$ cat src/rtl/irq_status_pkg.sv
package irq_status_pkg;
    localparam int REG_W  = 8;
    localparam int NREG   = 2;
    localparam int SEL_W  = 3;
    localparam int EVA_W  = REG_W - NREG;

    typedef struct packed {
        logic [NREG-1:0] mask_we;
        logic [NREG-1:0] stat_clr;
    } host_ctl_t;
endpackage

$ cat src/rtl/irq_host_decode.sv
module irq_host_decode
    import irq_status_pkg::*;
(
    input  logic             host_cs,
    input  logic [SEL_W-1:0] host_sel,
    input  logic             host_wr,
    input  logic             host_rd,
    output host_ctl_t        ctl
);
    always_comb begin
        ctl = '0;
        for (int i = 0; i < NREG; i++) begin
            if (host_cs && host_sel == SEL_W'(i)) begin
                ctl.mask_we[i]  = host_wr;
                ctl.stat_clr[i] = host_rd;
            end
        end
    end
endmodule

$ cat src/rtl/irq_status_bank.sv
module irq_status_bank #(
    parameter int W = 8
) (
    input  logic         clk,
    input  logic         rst_n,
    input  logic         soft_clr,
    input  logic         rd_clr,
    input  logic [W-1:0] evt,
    output logic [W-1:0] stat_q
);
    typedef struct packed {
        logic [W-1:0] stat;
    } bank_t;

    bank_t bank_d, bank_q;

    always_comb begin
        bank_d = bank_q;
        if (rd_clr) begin
            bank_d.stat = '0;
        end
        bank_d.stat = bank_d.stat | evt;
        if (soft_clr) begin
            bank_d.stat = '0;
        end
    end

    always_ff @(posedge clk or negedge rst_n) begin
        if (!rst_n) begin
            bank_q <= '0;
        end else begin
            bank_q <= bank_d;
        end
    end

    assign stat_q = bank_q.stat;
endmodule

$ cat src/rtl/irq_mask_bank.sv
module irq_mask_bank #(
    parameter int W = 8
) (
    input  logic         clk,
    input  logic         rst_n,
    input  logic         load,
    input  logic [W-1:0] wdata,
    output logic [W-1:0] mask_q
);
    typedef struct packed {
        logic [W-1:0] mask;
    } mreg_t;

    mreg_t m_d, m_q;

    always_comb begin
        m_d = m_q;
        if (load) begin
            m_d.mask = wdata;
        end
    end

    always_ff @(posedge clk or negedge rst_n) begin
        if (!rst_n) begin
            m_q <= '0;
        end else begin
            m_q <= m_d;
        end
    end

    assign mask_q = m_q.mask;
endmodule

$ cat src/rtl/irq_status_unit.sv
module irq_status_unit
    import irq_status_pkg::*;
(
    input  logic             clk,
    input  logic             rst_n,
    input  logic             host_cs,
    input  logic [SEL_W-1:0] host_sel,
    input  logic             host_wr,
    input  logic             host_rd,
    input  logic [REG_W-1:0] host_wdata,
    output logic [REG_W-1:0] host_rdata,
    input  logic             soft_clr,
    input  logic [EVA_W-1:0] evt_a,
    input  logic [REG_W-1:0] evt_b,
    output logic             irq_n
);
    host_ctl_t        ctl;
    logic [REG_W-1:0] evt_vec  [NREG];
    logic [REG_W-1:0] stat_vec [NREG];
    logic [REG_W-1:0] mask_vec [NREG];
    logic [NREG-1:0]  summ;

    // flat views for the bound checker
    logic [REG_W-1:0] stat_a_w, stat_b_w, mask_b_w;

    irq_host_decode u_dec (
        .host_cs  (host_cs),
        .host_sel (host_sel),
        .host_wr  (host_wr),
        .host_rd  (host_rd),
        .ctl      (ctl)
    );

    // register A leaves its top bits to the summaries, so no event drives them
    assign evt_vec[0] = {{(REG_W-EVA_W){1'b0}}, evt_a};
    assign evt_vec[1] = evt_b;

    for (genvar g = 0; g < NREG; g++) begin : g_reg
        irq_status_bank #(.W(REG_W)) u_stat (
            .clk      (clk),
            .rst_n    (rst_n),
            .soft_clr (soft_clr),
            .rd_clr   (ctl.stat_clr[g]),
            .evt      (evt_vec[g]),
            .stat_q   (stat_vec[g])
        );

        irq_mask_bank #(.W(REG_W)) u_mask (
            .clk    (clk),
            .rst_n  (rst_n),
            .load   (ctl.mask_we[g]),
            .wdata  (host_wdata),
            .mask_q (mask_vec[g])
        );

        assign summ[g] = |(stat_vec[g] & mask_vec[g]);
    end

    assign irq_n = ~|summ;

    always_comb begin
        host_rdata = '0;
        if (host_cs) begin
            case (host_sel)
                SEL_W'(0): begin
                    host_rdata = stat_vec[0];
                    for (int i = 0; i < NREG; i++) begin
                        host_rdata[REG_W-1-i] = summ[i];
                    end
                end
                SEL_W'(1): host_rdata = stat_vec[1];
                default:   host_rdata = '0;
            endcase
        end
    end

    assign stat_a_w = stat_vec[0];
    assign stat_b_w = stat_vec[1];
    assign mask_b_w = mask_vec[1];
endmodule

$ cat config.mk
export PLATFORM = sky130hd
export DESIGN_NAME = irq_status_unit
export DESIGN_NICKNAME = d
export VERILOG_FILES = /design/src/rtl/irq_status_pkg.sv /design/src/rtl/irq_host_decode.sv /design/src/rtl/irq_status_bank.sv /design/src/rtl/irq_mask_bank.sv /design/src/rtl/irq_status_unit.sv
export SDC_FILE = /design/constraint.sdc
export NUM_CORES = 1
export LEC_CHECK = 0
export ABC_AREA = 1
export ABC_CLOCK_PERIOD_IN_PS = 800
export BUFFER_PORTS_ARGS = -buffer_cell sky130_fd_sc_hd__buf_4
export CAP_MARGIN = 20
export CORE_MARGIN = 10
export CORE_UTILIZATION = 45
export DETAILED_ROUTE_END_ITERATION = 12
export MAX_ROUTING_LAYER = met4
export PLACE_DENSITY = 0.8
export SKIP_LAST_GASP = 1
export SLEW_MARGIN = 30
export SYNTH_ARGS = -nofsm -noshare
export SYNTH_HDL_FRONTEND = slang
export SYNTH_SLANG_ARGS = --single-unit
export TNS_END_PERCENT = 1
$ cat constraint.sdc
create_clock -name clk -period 0.8 [get_ports clk]
set_input_delay 0.04 -clock clk [delete_from_list [all_inputs] [get_ports clk]]
set_output_delay 0.04 -clock clk [all_outputs]
set_load 0.01 [all_outputs]
---- After elaboration in Yosys (flattened, before gate mapping) ----
Cells that the tools add are included.
word-level totals
  memories ................................ 0
  memory bits (read-only) ................. 0
  register bits after elaboration ......... 32
  bits of input ports ..................... 31
  latch bits .............................. 0
  RAM bits ................................ 0
  output and inout bits ................... 9
  word-level logic and storage cells ...... 26
operators by class
  equal/unequal tests ..................... 1
  $lt $le $gt $ge ......................... 0
  bitwise operators ....................... 4
  $mul .................................... 0
  add/sub/neg operators ................... 0
  div/mod/pow operators ................... 0
  shifts and indexed selects .............. 0
  multiplexer cells ....................... 10
  reductions and logical operators ........ 7
operator list
  kind                                                  count
  two-way mux 8 bit                                     5
  AND 8 bit                                             2
  case mux 8 bit (2 select lines)                       1
  OR reduction 16 bit                                   1
  OR reduction 8 bit                                    2
  OR 8 x 6 -> 8 bit                                     1
  OR 8 bit                                              1
  two-way mux 1 bit                                     4
  equality test 3 x 1 -> 1 bit (second input constant)  1
  logical NOT 3 bit                                     1
  logical AND 1 bit                                     2
  logical NOT 1 bit                                     1

---- Logic depth before layout (Yosys ltp) ----
Gate-level depths: netlist of the first run.
  depth after elaboration ................. 6
  depth in mapped cells ................... 7
  depth with buffers taken out ............ 6

---- Hierarchy ----
Synthesis of the first run repeated with hierarchy kept, for this count alone.
unflattened totals
  cell total of the unflattened synthesis .. 208
  area total of the unflattened synthesis .. 1541.5 µm²
modules (own cells, without submodules)
  module           area each (µm²)  times used  sequential area each (µm²)  cells each
  irq_status_bank  309.0            2           200.2                       34
  irq_mask_bank    305.3            2           200.2                       34
  irq_status_unit  259.0            1           0.0                         59
  irq_host_decode  53.8             1           0.0                         13

---- Worst setup path before layout of the first run ----
Ideal clock, no wire load.
  path type ............................... register -> output
  start point ............................. register g_reg[0].u_stat.bank_q (netlist bit g_reg[0].u_stat.stat_q[0])
  end point ............................... output irq_n
  data arrival time ....................... 791 ps
  buffers on the path ..................... 0
  path slack .............................. -31 ps
  data required time ...................... 760 ps
  cell stages (with the launch flop) ...... 6
  cells stage by stage .................... dfrtp_1 > nand2_1 > nand2_1 > nor2_1 > nand2_1 > nor2_1
between the ends
  word-level cells in the longest chain between the ends .. 3
RTL lines
  element                 line                   source
  from (decl)             irq_status_bank.sv:15  bank_t bank_d, bank_q;
  from (signal assigned)  irq_status_bank.sv:32  bank_q <= bank_d;
  AND 8 bit               irq_status_unit.sv:56  assign summ[g] = |(stat_vec[g] & mask_vec[g]);
  OR reduction 16 bit     irq_status_unit.sv:59  assign irq_n = ~|summ;
  logical NOT 1 bit       irq_status_unit.sv:59
  to (decl)               irq_status_unit.sv:15  output logic irq_n
No other way between the ends.

---- Worst setup path after layout of the first run ----
  start point ............................. register g_reg[1].u_stat.bank_q (netlist bit g_reg[1].u_stat.stat_q[2])
  end point ............................... output host_rdata[6]
between the ends
  word-level cells in the longest chain between the ends .. 4
RTL lines
  element                          line                   source
  from (decl)                      irq_status_bank.sv:15
  from (signal assigned)           irq_status_bank.sv:32
  AND 8 bit                        irq_status_unit.sv:56
  OR reduction 8 bit               irq_status_unit.sv:56
  case mux 8 bit (2 select lines)  irq_status_unit.sv:64  case (host_sel)
  two-way mux 8 bit                irq_status_unit.sv:63  if (host_cs) begin
  to (decl)                        irq_status_unit.sv:11  output logic [REG_W-1:0] host_rdata,
No other way between the ends.

==> results of run 1 <==
[critical path, cell delays in order (launching register included)]
cell     delay [ns]
dfrtp_1        0.41
nand2_1        0.06
nand2_1        0.06
nor2_2         0.13
nand2_1        0.09
nand2_1        0.06
nand2_1        0.05
buf_4          0.14
[final cells by class]
cell class | count | area share, %
repair buffers | 86 | 34.1
multi-input cells | 130 | 26.2
clock buffers | 4 | 1.72
flip-flops and latches | 28 | 33.1
inverters | 17 | 3.02
well taps | 31 | 1.83
[placed cells by master, fill, tap and decap left out]
cell	Yosys	layout
buf_12	0	1
dlygate4sd3_1	0	24
nand3_1	16	16
and2_1	1	1
buf_6	3	1
nand2_2	2	2
nor2_2	1	3
a21oi_1	14	14
nor2_1	5	3
dfrtp_1	28	28
buf_4	0	60
inv_1	17	17
clkbuf_8	0	1
nand2_1	90	90
nor3_4	1	1
clkbuf_4	0	3
[synth_stat cells]
| master | count |
|---|---|
| nand2_1 | 90 |
| dfrtp_1 | 28 |
| inv_1 | 17 |
| nand3_1 | 16 |
| a21oi_1 | 14 |
| nor2_1 | 5 |
| buf_6 | 3 |
| clkbuf_1 | 2 |
| nand2_2 | 2 |
| and2_1 | 1 |
| buf_2 | 1 |
| nor2_2 | 1 |
| nor3_4 | 1 |
[power by group]
| part | total, uW | leakage (uW) | internal, uW | switching [uW] |
|---|---|---|---|---|
| Clock | 694 | 0.0000210 | 279 | 415 |
| Sequential | 1710 | 0.000353 | 1610 | 101 |
| Combinational | 867 | 0.000834 | 476 | 391 |
[state kept, by name, summed over array words and instances, names as in the netlist]
signal and count:
g.u_mask.mask_q 14, g.u_stat.stat_q 14
[logic make-up (layout without fill, tap and decap cells)]
| family | after synthesis | in the layout | synth area share [%] |
|---|---|---|---|
| and+or+nand+nor | 116 | 116 | 35.2 |
| DFF | 28 | 28 | 51.6 |
| buffers and inverters | 23 | 107 | 8.10 |
| AOI/OAI and AO/OA | 14 | 14 | 5.16 |
[routing by layer]
layer / GRT usage, % / vias up
met5: - / -
li1: - / 722
met4: 2.31 / 0
met3: 4.99 / 4
met2: 25.9 / 55
met1: 18.0 / 672
[how the worst max path moves through the flow]
| stage | depth (start not counted) | end | startpoint | slack, ns |
|---|---|---|---|---|
| 5_1_grt | 7 | host_rdata[6] | g_reg[1].u_mask.mask_q[3] | -0.67 |
| 3_3_place_gp | 7 | host_rdata[6] | g_reg[1].u_mask.mask_q[3] | -0.17 |
| 3_5_place_dp | 7 | g_reg[0].u_mask.mask_q[1] | host_sel[1] | -0.18 |
| 4_1_cts | 7 | host_rdata[7] | g_reg[0].u_stat.stat_q[2] | -0.56 |
| 2_1_floorplan | 5 | irq_n | g_reg[0].u_stat.stat_q[0] | -0.007 |
| 6_report | 7 | host_rdata[6] | g_reg[1].u_stat.stat_q[2] | -0.56 |
[stage by stage]
step / utilization [%] / power (uW) / hold slack [ns] / TNS, ns
2_1_floorplan: - / 2060 / -0.256 / -0.00988
3_3_place_gp: 64.2 / 2450 / -0.0268 / -2.27
3_5_place_dp: 64.2 / 2470 / -0.0254 / -2.93
4_1_cts: 74.4 / 3260 / 0.0258 / -4.11
5_1_grt: 74.7 / 3460 / 0.0531 / -4.86
6_report: 74.7 / 3270 / 0.0396 / -4.03
[timing repair]
| action | CTS | global route |
|---|---|---|
| cloned | 0 | 0 |
| hold buffers | 24 | 0 |
| gates resized for setup | 1 | 1 |
| buffers inserted | 1 | 1 |
| hold endpoints to repair | 56 | 0 |
| endpoints found under the setup margin | 9 | 14 |
| pin swaps | 5 | 4 |
==> flow_summary.json, run 1 <==
{
  "ff2ff_path_depth": 4,
  "highest_layer": "met4",
  "syn2layout_area_growth_pct": 55.6,
  "ant_nets": 0,
  "rsz0062_at_grt": "yes",
  "hpwl_um": 2730,
  "gr-total-overflow": 0,
  "yosysTopAreaCell": "dfrtp_1",
  "ioPinCount": 40,
  "synth.avg_cell_area_sq_um": 7.51,
  "cp_max_fo": 2,
  "yosysSeqAreaShare_pct": 51.6,
  "place.port_buffers": 39,
  "path_class": "reg -> out",
  "power.leakage_uw": 0.00121,
  "required_ns": 0.76,
  "fin_area_sq_mm": 0.00211,
  "cts_tree": "yes",
  "grt_pass1_vias": 1464,
  "coreArea_sq_mm": 0.00283,
  "antenna_found_initial": 0,
  "endpoint_kind": "output port",
  "drt_iter0_drc": 112,
  "clock_skew_ns": 0,
  "syn_area_sq_mm": 0.00136,
  "tightest_slew_ns": 0.350,
  "grt_max_degree": 29,
  "nFillCells": 213,
  "critPathLaunchType": "flip-flop",
  "cts_sinks": 28,
  "synth_fp_nets": 212,
  "track_usage_pct": 15.5,
  "num_vias": 1453,
  "timing.rr.start": "g_reg[0].u_stat.stat_q[2]",
  "clk-insertion-delay-late_ns": 0.32,
  "violations": "setup timing",
  "hold_class": "in -> reg",
  "final_nets": 297,
  "post-place-ws_ns": -0.181,
  "placed_cells": 266,
  "worstPathArrival_ns": 1.32,
  "die_area_sq_mm": 0.00562,
  "r2r_end": "g_reg[0].u_stat.stat_q[2]",
  "rrSetupSlack_ns": -0.08,
  "drt-met1-wl_um": 1590,
  "routedWlPerCell_um": 13.1,
  "powerDensity_mw_per_mm2": 1550,
  "antenna_cells": 0,
  "ys_ff_latch": 28,
  "die_w_um": 75.0,
  "drt-total-wl_um": 3860,
  "met3_length_um": 327,
  "drtPass1Iterations": 5,
  "final_cells": 296,
  "drive_above_1_share_pct": 27.2,
  "path_clk_slew_ns": 0.15,
  "numCtsBuffers": 3,
  "postPlaceCellArea_sq_mm": 0.00182,
  "worst_slack_ns": -0.563,
  "maxSlewHeadroom_pct": 76.6,
  "grt_pass1_wl_um": 6660,
  "maxCapViolations": 0,
  "rows": 19,
  "timing.fmax_mhz": 734,
  "netlist_instances": 181,
  "hp-start": "host_wr",
  "setup_viol_count_final": 10,
  "slew_violations": 0,
  "hold_viol": 0,
  "synth_area_leaders": "dfrtp_1, nand2_1, nand3_1",
  "min_to": "g_reg[1].u_mask.mask_q[6]",
  "netlist.area_leader.share_pct": 51.6,
  "initial_core_util_pct": 48.0,
  "final.period_utilization_pct": 170,
  "run_status": "finished, violations left",
  "ys_types": 13,
  "cts_max_path_buffers": 2,
  "detail_route.vias_per_cell": 4.91,
  "multi_input_area_sq_um": 553,
  "regArea_sq_um": 701,
  "vdd_drop_max_mv": 1.14,
  "h-tree-depth": 1,
  "fp.dieH_um": 75.0,
  "wl_met2_um": 1910,
  "ys_warn_count": 0,
  "min_period_ns": 1.36,
  "globalplace.congestion": 0.862,
  "root_buffer": "clkbuf_4",
  "drc_errors": 0,
  "hold_depth": 3
}
Note: power is estimated with default switching activity, not from simulation.
==> inputs of run 2 (changes only) <==
Settings changed: ABC_AREA 1 to 0.
==> run 2 against run 1 <==
  * The run ends with hold timing, setup timing left
  * Fmax down 7.7%
  * Register-to-register slack got worse by 0.15 ns
  * Area after synthesis fell by 4.1%
  * Clock power is essentially flat
  * Via count shrank 15%
  * Synthesized cell count decreased by 39%
  * Critical endpoint is now host_rdata[7]
  * Largest power group unchanged
  * Highest routed layer unchanged
==> flow_summary.json, run 2 <==
{
  "run_status": "finished, violations left",
  "violations": "hold timing, setup timing",
  "synth_ff_type": "dfrtp_1",
  "r2r_end": "g_reg[1].u_stat.stat_q[0]",
  "track_usage_pct": 15.4,
  "cts_sinks": 28,
  "tightest_slew_ns": 0.374,
  "cts_tree": "yes",
  "hold_viol": 12,
  "vdd_drop_max_mv": 1.75,
  "drc_errors": 0,
  "ys_ff_latch": 28,
  "root_buffer": "clkbuf_4",
  "synth.avg_cell_area_sq_um": 11.7,
  "async_flop_share_pct": 100,
  "min_period_ns": 1.48,
  "ant_nets": 0,
  "path_clk_slew_ns": 0.15,
  "detail_route.vias_per_cell": 5.63,
  "cp_max_fo": 2,
  "timing.fmax_mhz": 677,
  "die_area_sq_mm": 0.00545,
  "drtPass1Iterations": 4,
  "maxCapViolations": 0,
  "place.port_buffers": 39,
  "hpwl_um": 2870,
  "ioPinCount": 40,
  "final_common_cell": "buf_4",
  "drive_above_1_share_pct": 44.7,
  "yosysSeqAreaShare_pct": 53.7,
  "yosysMostFrequentCell": "dfrtp_1",
  "netlist_instances": 111,
  "whs_ns": -0.0349,
  "grt_max_degree": 29,
  "drt-total-wl_um": 4060,
  "post-place-ws_ns": -0.359,
  "wl_met2_um": 2120,
  "worst_slack_ns": -0.677,
  "rows": 19,
  "final.period_utilization_pct": 185,
  "antenna_found_initial": 0,
  "endpoint_kind": "output port",
  "globalplace.congestion": 0.829,
  "path_class": "reg -> out",
  "yosysTopAreaCell": "dfrtp_1",
  "gr-total-overflow": 0,
  "coreArea_sq_mm": 0.00276,
  "cp-startpoint": "g_reg[0].u_mask.mask_q[3]",
  "regArea_sq_um": 701,
  "required_ns": 0.76,
  "grt_pass1_vias": 1379,
  "slew_violations": 0,
  "postLayoutCoreUtil_pct": 73.6,
  "ff2ff_path_depth": 3,
  "cts_max_path_buffers": 2,
  "highest_layer": "met4",
  "power.leakage_uw": 0.000999,
  "hold_class": "in -> reg",
  "rrSetupSlack_ns": -0.23,
  "rsz0062_at_grt": "yes",
  "drt_iter0_drc": 83,
  "grt_pass1_wl_um": 6490,
  "synthTopCellsByCount": "dfrtp_1, nor2_1, a311oi_1, inv_1, mux2_2",
  "multi_input_area_sq_um": 554,
  "nFillCells": 165,
  "syn_area_sq_mm": 0.00130,
  "synth_fp_nets": 142,
  "powerDensity_mw_per_mm2": 1630,
  "setup_viol_count_final": 25,
  "maxSlewHeadroom_pct": 74.9,
  "synth_area_leaders": "dfrtp_1, mux2_2, a311oi_1",
  "critPathLaunchType": "flip-flop",
  "netlist.area_leader.share_pct": 53.7,
  "initial_core_util_pct": 47.3,
  "numCtsBuffers": 3,
  "cts_hold_buf": 22,
  "antenna_cells": 0,
  "final_nets": 220,
  "routedWlPerCell_um": 18.5,
  "ys_types": 16,
  "fp.dieH_um": 73.8,
  "final_cell_mix": "buf_4, dfrtp_1, dlygate4sd3_1",
  "endpoint": "host_rdata[7]",
  "clock_skew_ns": 0,
  "syn2layout_area_growth_pct": 55.8,
  "worstPathArrival_ns": 1.44,
  "num_vias": 1234,
  "h-tree-depth": 1,
  "drt-met1-wl_um": 1660,
  "synth-edff-count": 0,
  "clk-insertion-delay-late_ns": 0.33,
  "met3_length_um": 162,
  "die_w_um": 73.8,
  "timing.rr.start": "g_reg[1].u_stat.stat_q[0]",
  "ys_warn_count": 0
}
-- run 2: cell count changes after synthesis, sizes merged, moves of 9 or more --
cell and change:
nand2 -90, nand3 -15, a21oi -14, a311oi +14, mux2 +14, nor2 +9
-- run 2: layout make-up --
cell class	count	area share (%)
sequential	28	34.5
clock buffer	4	1.79
inverter	14	2.59
tap	31	1.91
timing repair buffer	78	31.9
multi-input combinational	64	27.3
-- run 2: what timing repair did --
| action | in CTS | in global routing |
|---|---|---|
| endpoints found under the hold margin | 56 | 14 |
| pin swaps | 5 | 3 |
| resized for setup | 4 | 4 |
| setup endpoints to repair | 25 | 28 |
| setup buffers | 0 | 0 |
-- run 2: how the worst min path moves through the flow --
stage,startpoint,to,slack (ns),cells after the start
after floorplan,rst_n,g_reg[0].u_mask.mask_q[0],-0.26,0
after global placement,rst_n,g_reg[1].u_stat.stat_q[2],-0.03,1
after detailed placement,rst_n,g_reg[0].u_stat.stat_q[5],-0.03,1
after CTS,soft_clr,g_reg[0].u_stat.stat_q[0],-0.05,2
after global routing,soft_clr,g_reg[0].u_stat.stat_q[5],-0.04,2
final,soft_clr,g_reg[0].u_stat.stat_q[5],-0.03,2
-- run 2: per-layer routing --
metal | vias to the layer above | track usage, %
li1 | 563 | -
met1 | 606 | 17.2
met2 | 53 | 26.6
met3 | 12 | 2.83
met4 | 0 | 5.80
met5 | - | -
-- run 2: where the power goes --
part / total (uW) / leakage, uW / switching (uW) / internal [uW]
clock: 694 / 0.0000210 / 415 / 279
combinational: 832 / 0.000631 / 331 / 501
sequential: 1790 / 0.000347 / 161 / 1630
total: 3320 / 0.000999 / 908 / 2410
-- run 2: through the flow --
stage | instances | hold WS, ns | instance area, sq um | TNS (ns) | total power, uW
3_3_place_gp | 193 | -0.0279 | 1740 | -7.54 | 2440
5_1_grt | 219 | -0.0397 | 2030 | -7.43 | 3460
6_report | 219 | -0.0349 | 2030 | -6.35 | 3320
4_1_cts | 219 | -0.0510 | 2010 | -6.01 | 3290
3_5_place_dp | 193 | -0.0253 | 1740 | -8.40 | 2490
2_1_floorplan | 111 | -0.256 | 1310 | -3.25 | 2090
-- run 2: logic make-up (layout without fill, tap and decap cells) --
family	count (synthesis)	in the layout	synth area share, %
buf+inv	19	96	6.43
simple gates	21	21	8.92
flops	28	28	53.7
mux	14	14	12.1
compound gates	29	29	18.8
-- run 2: worst max-delay path, stage by stage, from the launching register on --
cell and delay (ns):
dfrtp_1 0.45, a22oi_2 0.22, nand3_2 0.10, a22o_1 0.20, buf_6 0.13
